File: src/rtl/spi_id_pkg.sv
package spi_id_pkg;
  localparam int BYTE_W = 8;
  localparam int BIT_CNT_W = $clog2(BYTE_W);

  localparam logic [BYTE_W-1:0] OP_JEDEC_ID   = 8'h9F;
  localparam logic [BYTE_W-1:0] OP_MFR_DEV_ID = 8'h90;
  localparam logic [BYTE_W-1:0] OP_WAKE_ID    = 8'hAB;
  localparam logic [BYTE_W-1:0] OP_READ_STAT  = 8'h05;
  localparam logic [BYTE_W-1:0] OP_LATCH_SET  = 8'h06;
  localparam logic [BYTE_W-1:0] OP_LATCH_CLR  = 8'h04;

  typedef enum logic [2:0] {
    SRC_NONE,
    SRC_MFR,
    SRC_TYPE,
    SRC_DEV,
    SRC_STATUS
  } replySrc_e;

  typedef struct packed {
    logic      setWel;
    logic      clrWel;
    replySrc_e replySrc;
  } ctlStrobes_t;
endpackage

File: src/rtl/spi_id_control.sv
module spi_id_control
  import spi_id_pkg::*;
#(
  parameter int IDX_W = 3
) (
  input  logic              spiClk,
  input  logic              csN,
  input  logic              rstN,
  input  logic              byteEnd,
  input  logic [BYTE_W-1:0] rxByte,
  output ctlStrobes_t       strobes
);
  localparam logic [IDX_W-1:0] IDX_MAX = '1;
  localparam logic [IDX_W-1:0] IDX_SEL = IDX_W'(3);
  localparam logic [IDX_W-1:0] IDX_ID_A = IDX_W'(4);
  localparam logic [IDX_W-1:0] IDX_ID_B = IDX_W'(5);

  logic [IDX_W-1:0]  byteIdx;
  logic [BYTE_W-1:0] opcode;
  logic              selZero;

  always_ff @(posedge spiClk or posedge csN) begin
    if (csN) begin
      byteIdx <= '0;
      opcode  <= '0;
      selZero <= 1'b1;
    end else if (byteEnd) begin
      if (byteIdx != IDX_MAX) byteIdx <= byteIdx + 1'b1;
      if (byteIdx == '0) opcode <= rxByte;
      if (byteIdx == IDX_SEL) selZero <= (rxByte == '0);
    end
  end

  always_comb begin
    strobes.setWel   = byteEnd && (byteIdx == '0) && (rxByte == OP_LATCH_SET);
    strobes.clrWel   = byteEnd && (byteIdx == '0) && (rxByte == OP_LATCH_CLR);
    strobes.replySrc = SRC_NONE;
    if (byteIdx != '0) begin
      unique case (opcode)
        OP_JEDEC_ID: begin
          if (byteIdx == IDX_W'(1)) strobes.replySrc = SRC_MFR;
          else if (byteIdx == IDX_W'(2)) strobes.replySrc = SRC_TYPE;
          else if (byteIdx == IDX_W'(3)) strobes.replySrc = SRC_DEV;
        end
        OP_WAKE_ID: begin
          if (byteIdx == IDX_ID_A) strobes.replySrc = SRC_DEV;
        end
        OP_MFR_DEV_ID: begin
          if (byteIdx == IDX_ID_A) strobes.replySrc = selZero ? SRC_MFR : SRC_DEV;
          else if (byteIdx == IDX_ID_B) strobes.replySrc = selZero ? SRC_DEV : SRC_MFR;
        end
        OP_READ_STAT: strobes.replySrc = SRC_STATUS;
        default: strobes.replySrc = SRC_NONE;
      endcase
    end
  end


  latch_cmds_exclusive_chk: assert property (@(posedge spiClk) disable iff (csN || !rstN)
    $onehot0({strobes.setWel, strobes.clrWel}));


  jedec_tail_silent_chk: assert property (@(posedge spiClk) disable iff (csN || !rstN)
    (opcode == OP_JEDEC_ID && byteIdx > IDX_W'(3)) |-> (strobes.replySrc == SRC_NONE));
endmodule

File: src/rtl/spi_id_datapath.sv
module spi_id_datapath
  import spi_id_pkg::*;
#(
  parameter logic [BYTE_W-1:0] MFR_ID      = 8'hC2,
  parameter logic [BYTE_W-1:0] MEM_TYPE    = 8'h20,
  parameter logic [BYTE_W-1:0] DEV_ID      = 8'h17,
  parameter logic [3:0]        PROTECT     = 4'b0101,
  parameter logic              WR_DISABLE  = 1'b1
) (
  input  logic              spiClk,
  input  logic              csN,
  input  logic              rstN,
  input  logic              mosi,
  input  ctlStrobes_t       strobes,
  output logic              byteEnd,
  output logic [BYTE_W-1:0] rxByte,
  output logic              misoData,
  output logic              misoEn
);
  logic [BIT_CNT_W-1:0] bitCnt;
  logic [BYTE_W-2:0]    rxShift;
  logic [BYTE_W-1:0]    txShift;
  logic [BYTE_W-1:0]    replyByte;
  logic [BYTE_W-1:0]    statusByte;
  logic                 wel;

  always_ff @(posedge spiClk or posedge csN) begin
    if (csN) begin
      bitCnt  <= '0;
      rxShift <= '0;
    end else begin
      bitCnt  <= bitCnt + 1'b1;
      rxShift <= {rxShift[BYTE_W-3:0], mosi};
    end
  end

  assign byteEnd = (bitCnt == BIT_CNT_W'(BYTE_W - 1));
  assign rxByte  = {rxShift, mosi};

  always_ff @(posedge spiClk or negedge rstN) begin
    if (!rstN) wel <= 1'b0;
    else if (!csN && strobes.setWel) wel <= 1'b1;
    else if (!csN && strobes.clrWel) wel <= 1'b0;
  end

  assign statusByte = {WR_DISABLE, 1'b0, PROTECT, wel, 1'b0};

  always_comb begin
    unique case (strobes.replySrc)
      SRC_MFR:    replyByte = MFR_ID;
      SRC_TYPE:   replyByte = MEM_TYPE;
      SRC_DEV:    replyByte = DEV_ID;
      SRC_STATUS: replyByte = statusByte;
      default:    replyByte = '0;
    endcase
  end

  always_ff @(negedge spiClk or posedge csN) begin
    if (csN) begin
      txShift <= '0;
      misoEn  <= 1'b0;
    end else if (bitCnt == '0) begin
      txShift <= replyByte;
      misoEn  <= (strobes.replySrc != SRC_NONE);
    end else begin
      txShift <= {txShift[BYTE_W-2:0], 1'b0};
    end
  end

  assign misoData = misoEn & txShift[BYTE_W-1];


  idle_pad_off_chk: assert property (@(posedge spiClk) disable iff (!rstN)
    csN |-> !misoEn);


  latch_set_chk: assert property (@(posedge spiClk) disable iff (!rstN || csN)
    strobes.setWel |=> wel);


  latch_clr_chk: assert property (@(posedge spiClk) disable iff (!rstN || csN)
    strobes.clrWel |=> !wel);


  silent_byte_chk: assert property (@(posedge spiClk) disable iff (!rstN || csN)
    (strobes.replySrc == SRC_NONE) |-> !misoEn);
endmodule

File: src/rtl/spi_id_responder.sv
module spi_id_responder
  import spi_id_pkg::*;
#(
  parameter logic [7:0] MFR_ID     = 8'hC2,
  parameter logic [7:0] MEM_TYPE   = 8'h20,
  parameter logic [7:0] DEV_ID     = 8'h17,
  parameter logic [3:0] PROTECT    = 4'b0101,
  parameter logic       WR_DISABLE = 1'b1
) (
  input  logic spiClk,
  input  logic csN,
  input  logic rstN,
  input  logic mosi,
  output logic misoData,
  output logic misoEn
);
  ctlStrobes_t       strobes;
  logic              byteEnd;
  logic [BYTE_W-1:0] rxByte;

  spi_id_control #(.IDX_W(3)) u_control (
    .spiClk (spiClk),
    .csN    (csN),
    .rstN   (rstN),
    .byteEnd(byteEnd),
    .rxByte (rxByte),
    .strobes(strobes)
  );

  spi_id_datapath #(
    .MFR_ID    (MFR_ID),
    .MEM_TYPE  (MEM_TYPE),
    .DEV_ID    (DEV_ID),
    .PROTECT   (PROTECT),
    .WR_DISABLE(WR_DISABLE)
  ) u_datapath (
    .spiClk  (spiClk),
    .csN     (csN),
    .rstN    (rstN),
    .mosi    (mosi),
    .strobes (strobes),
    .byteEnd (byteEnd),
    .rxByte  (rxByte),
    .misoData(misoData),
    .misoEn  (misoEn)
  );
endmodule

File: config.mk
export PLATFORM = sky130hd
export DESIGN_NAME = spi_id_responder
export DESIGN_NICKNAME = d
export VERILOG_FILES = /design/src/rtl/spi_id_pkg.sv /design/src/rtl/spi_id_control.sv /design/src/rtl/spi_id_datapath.sv /design/src/rtl/spi_id_responder.sv
export SDC_FILE = /design/constraint.sdc
export NUM_CORES = 1
export LEC_CHECK = 0
export ABC_AREA = 1
export BUFFER_PORTS_ARGS = -buffer_cell sky130_fd_sc_hd__buf_2
export CAP_MARGIN = 20
export CORE_MARGIN = 3
export CORE_UTILIZATION = 60
export CTS_CLUSTER_DIAMETER = 100
export CTS_CLUSTER_SIZE = 40
export DETAILED_ROUTE_END_ITERATION = 10
export PLACE_DENSITY_LB_ADDON = 0.2
export SETUP_SLACK_MARGIN = 0.1
export SLEW_MARGIN = 20
export SYNTH_ARGS = -nofsm -noshare
export SYNTH_HDL_FRONTEND = slang
export SYNTH_SLANG_ARGS = --single-unit
File: constraint.sdc
create_clock -name spiClk -period 3 [get_ports spiClk]
set_input_delay 0.6 -clock spiClk [delete_from_list [all_inputs] [get_ports spiClk]]
set_output_delay 0.6 -clock spiClk [all_outputs]
set_load 0.01 [all_outputs]
# Word-level counts from Yosys, hierarchy flattened

Cells that the tools add are included.

Reductions and logical operators: 15
Bitwise operators: 1
Equality and inequality tests: 17
Mux-type cells: 14
Add/sub/neg operators: 2

Operator list:

| kind                                           | count |
|---|---|
| one-hot mux 8 bit (4 select lines)             | 1 |
| == test 8 x 3 -> 1 bit (second input constant) | 3 |
| == test 8 bit (second input constant)          | 3 |
| 2-to-1 mux 3 bit                               | 5 |
| == test 3 x 2 -> 1 bit (second input constant) | 4 |
| == test 3 bit (second input constant)          | 4 |
| one-hot mux 3 bit (4 select lines)             | 1 |
| zero test 8 bit                                | 1 |
| 2-to-1 mux 2 bit                               | 4 |
| 2-to-1 mux 8 bit                               | 1 |
| adder 3 x 1 -> 3 bit (second input constant)   | 2 |
| == test 3 x 1 -> 1 bit (second input constant) | 2 |
| zero test 3 bit                                | 2 |
| AND reduction 2 bit                            | 3 |
| nonzero test 3 bit                             | 2 |
| logical AND 1 bit                              | 5 |
| inequality test 3 bit (second input constant)  | 1 |
| 2-to-1 mux 1 bit                               | 2 |
| nonzero test 2 bit                             | 1 |
| AND 1 bit                                      | 1 |
| zero test 1 bit                                | 1 |

Word-level logic and storage cells: 57
Output and inout port bits: 2
Flip-flop bits (word level): 32

# Longest topological paths before layout

Depth after elaboration: 9
Gate-level depth with buffers: 12

# Hierarchy

A second synthesis with hierarchy kept.

Cell total of the unflattened synthesis: 197
Area total of the unflattened synthesis: 1656.6 um^2

Modules (own cells, without submodules):

| module          | area each (um^2) | sequential area each (um^2) | cells an instance | times used |
|---|---|---|---|---|
| spi_id_control  | 917.1            | 301.5                       | 125               | 1 |
| spi_id_datapath | 739.5            | 500.5                       | 72                | 1 |

==> results.toml <==
[run_status]
status = "complete, but fails checks"
violations = "setup timing"

[synth]
synth_nets = 206
syn_area_um2 = 1604
synthTopCellsByArea = "dfrtp_1 34%, dfrtn_1 14%, nand2_1 12%, ha_1 7.0%, inv_1 6.1%"
synth_cell_types = 24
synth-edff-count = 0
synth_flop_cell = "dfrtp_1"
synthTopCellsByCount = "50 x nand2_1, 26 x inv_1, 22 x dfrtp_1"
synth_seq_cells = 32
synth_top_area_share_pct = 34.32
syn_inst = 193
yosysTopAreaCell = "dfrtp_1"
synth_most_common_cell = "nand2_1"
synthArstFlopShare_pct = 100.0
yosys_warnings = 0
postSynthAreaPerCell_um2 = 8.311
ys_seq_area_share_pct = 50.00

[grt]
antenna_found_initial = 0
grt_max_degree = 17
gr-total-overflow = 0
grt_pass1_wl_mm = 5.499
grt_pass1_vias = 1283
grt_use_total_pct = 22.16

[route]
drt-initial-drc-count = 57
drt-total-wl_mm = 3.473
avgRoutedWirePerCell_um = 13.78
firstDrtPassIters = 4
via_per_inst = 5.282
drc = 0
vias = 1331
ant_nets = 0

[worst_hold_path]
hold_path_class = "reg2reg"

[worst_setup_path]
reg2reg_to = "u_datapath.txShift[4]"
ff2ff_path_depth = 11
worstSetupStartpointType = "flip-flop"
rr_startpoint = "u_control.byteIdx[1]"
path_max_fanout = 4
cp.required_ns = 1.68
critPathLaunch = "u_control.byteIdx[1]"
crit_type = "reg2reg"
r2r_slack_ns = -0.08
critPathCapture = "u_datapath.txShift[4]"
critPathArrivalTime_ns = 1.76
end_kind = "flip-flop"

[floorplanning]
fp.dieArea_um2 = 3330
row_count = 18
core_area_um2 = 2500
pin_count = 6
initial_core_util_pct = 64.16
die_h_um = 57.71
die_x_um = 57.71

[cts]
cts_tree = "done"
clk_latency_ns = 0.34
clkSinkCount = 32
cts.clk_slew.worst_paths_ns = 0.11
cts_inserted_buffers = 5
h-tree-depth = 2
cts_buffer_depth = 2
cts-root-buf = "clkbuf_4"

[power_and_ir_drop]
internal_power_mw = 0.6278
p_seq_share_pct = 55.8
p_sw_mw = 0.1820
ir_drop_mv = 0.4776
p_sw_share_pct = 22.47
power_leakage_nw = 1.042
power.density_nw_per_um2 = 405.2
comb_power_share_pct = 4.4
power_mw = 0.8098
pwr-share-clk_pct = 39.8

[sta]
finalClockSkew_ns = 0.01580
relSlewSlack_pct = 70.65
worstMarginPinSlew_ns = 0.4397
hold_viol = 0
fin_ws_ns = -0.08150
slew_violations = 0
rsz0062_at_grt = "yes"
setup_viol = 8
whs_ns = 0.3976

[final_layout]
fill_cells = 169
drive_gt1_share_pct = 34.68
finalNetCount = 234
synthToLayoutAreaGrowth_pct = 24.57
n_antenna_cell = 0

[placed_design]
hpwl_mm = 2.239
io_buffers = 5
place.gp.congestion = 0.8019

[run]
maxCapViolations = 0
## cells by family after synthesis
logic type,count (synthesis),synth area share [%]
XOR/XNOR,1,0.5461
flip-flops,32,50.00
buffers and inverters,34,8.034
AND/OR/NAND/NOR,102,29.49
AO/OA/AOI/OAI,15,4.914
adder cells (fa/ha/maj),9,7.020
## final cells by class
| class | count | area [um^2] | area share, % |
|---|---|---|---|
| Sequential cell | 32 | 802.0 | 40.14 |
| Multi-Input combinational cell | 127 | 788.3 | 39.45 |
| Timing Repair Buffer | 22 | 158.9 | 7.952 |
| Inverter | 33 | 131.4 | 6.575 |
| Clock inverter | 3 | 42.54 | 2.129 |
| Clock buffer | 5 | 37.54 | 1.879 |
| Tap cell | 30 | 37.54 | 1.879 |
## what timing repair did
| action | 4_1_cts | 5_1_grt |
|---|---|---|
| gates cloned | 0 | 0 |
| resized for setup | 16 | 16 |
| endpoints found under the setup margin | 10 | 10 |
| pin swaps | 10 | 12 |
| setup buffers | 5 | 8 |
| hold endpoints to repair | 0 | 1 |
| hold buffers | 0 | 1 |
## metal layers
| metal | share of wire [%] | GRT usage (%) |
|---|---|---|
| met4 | 1.7 | 7.947 |
| met2 | 50 | 38.23 |
| met5 | 0 | 0 |
| met1 | 43 | 25.18 |
| met3 | 4.9 | 8.018 |
## placed cells by master (no fill, tap or decap), drive strengths merged, types with 2 or more instances in the layout
cell type  Yosys  routed
nand2         54      54
inv           33      32
nor2          26      26
dfrtp         22      22
buf            1      21
nand3         16      16
o21ai         11      11
dfrtn          9       9
ha             9       9
clkbuf         0       5
a21oi          4       4
nand4          2       2
clkinv         0       2
nor3           2       2
## worst min path at each step
stage / start / endpoint / cells after the start
after CTS: rstN / u_datapath.wel / 1
final: u_datapath.rxShift[5] / u_datapath.rxShift[6] / 0
after global routing: mosi / u_datapath.rxShift[0] / 1
after global placement: u_datapath.rxShift[5] / u_datapath.rxShift[6] / 0
after floorplan: rstN / u_datapath.wel / 0
after detailed placement: u_datapath.rxShift[5] / u_datapath.rxShift[6] / 0
## critical path, stage by stage, from the launching register on
cell	delay, ns
dfrtp_1	0.43
inv_2	0.12
ha_4	0.17
inv_4	0.04
nand4_1	0.07
nand2_1	0.09
nand2_2	0.13
nand3_4	0.11
nand3_2	0.09
nand2_2	0.05
nand2_2	0.06
nand2_1	0.05
## per-stage QoR
| step | worst slack, ns | instance area (um^2) | utilization (%) | setup TNS (ns) | instances |
|---|---|---|---|---|---|
| 2_1_floorplan | 0.1014 | 1612 | - | 0 | 193 |
| 3_3_place_gp | 0.003832 | 1699 | 67.97 | 0 | 231 |
| 3_5_place_dp | -0.04409 | 1699 | 67.97 | -0.1937 | 231 |
| 4_1_cts | -0.07075 | 1887 | 75.48 | -0.2133 | 244 |
| 5_1_grt | -0.1634 | 1998 | 79.93 | -1.072 | 252 |
| 6_report | -0.08150 | 1998 | 79.93 | -0.3968 | 252 |
## state kept, by name, summed over array words and instances (netlist names)
name                flops
u_datapath.rxShift      7
u_control.opcode        8
u_control.selZero       1
u_datapath.txShift      8
u_control.byteIdx       3
u_datapath.bitCnt       3
u_datapath.misoEn       1
u_datapath.wel          1
## power by group through the flow
stage | clock network [mW] | registers (mW) | logic [mW]
CTS | 0.329 | 0.452 | 0.0344
global placement | 0 | 0.459 | 0.0328
floorplan | 0 | 0.458 | 0.0239
detailed placement | 0 | 0.460 | 0.0342
global route | 0.355 | 0.454 | 0.0402
finish | 0.322 | 0.452 | 0.0353
No activity file was read; power rests on OpenSTA's default activity.
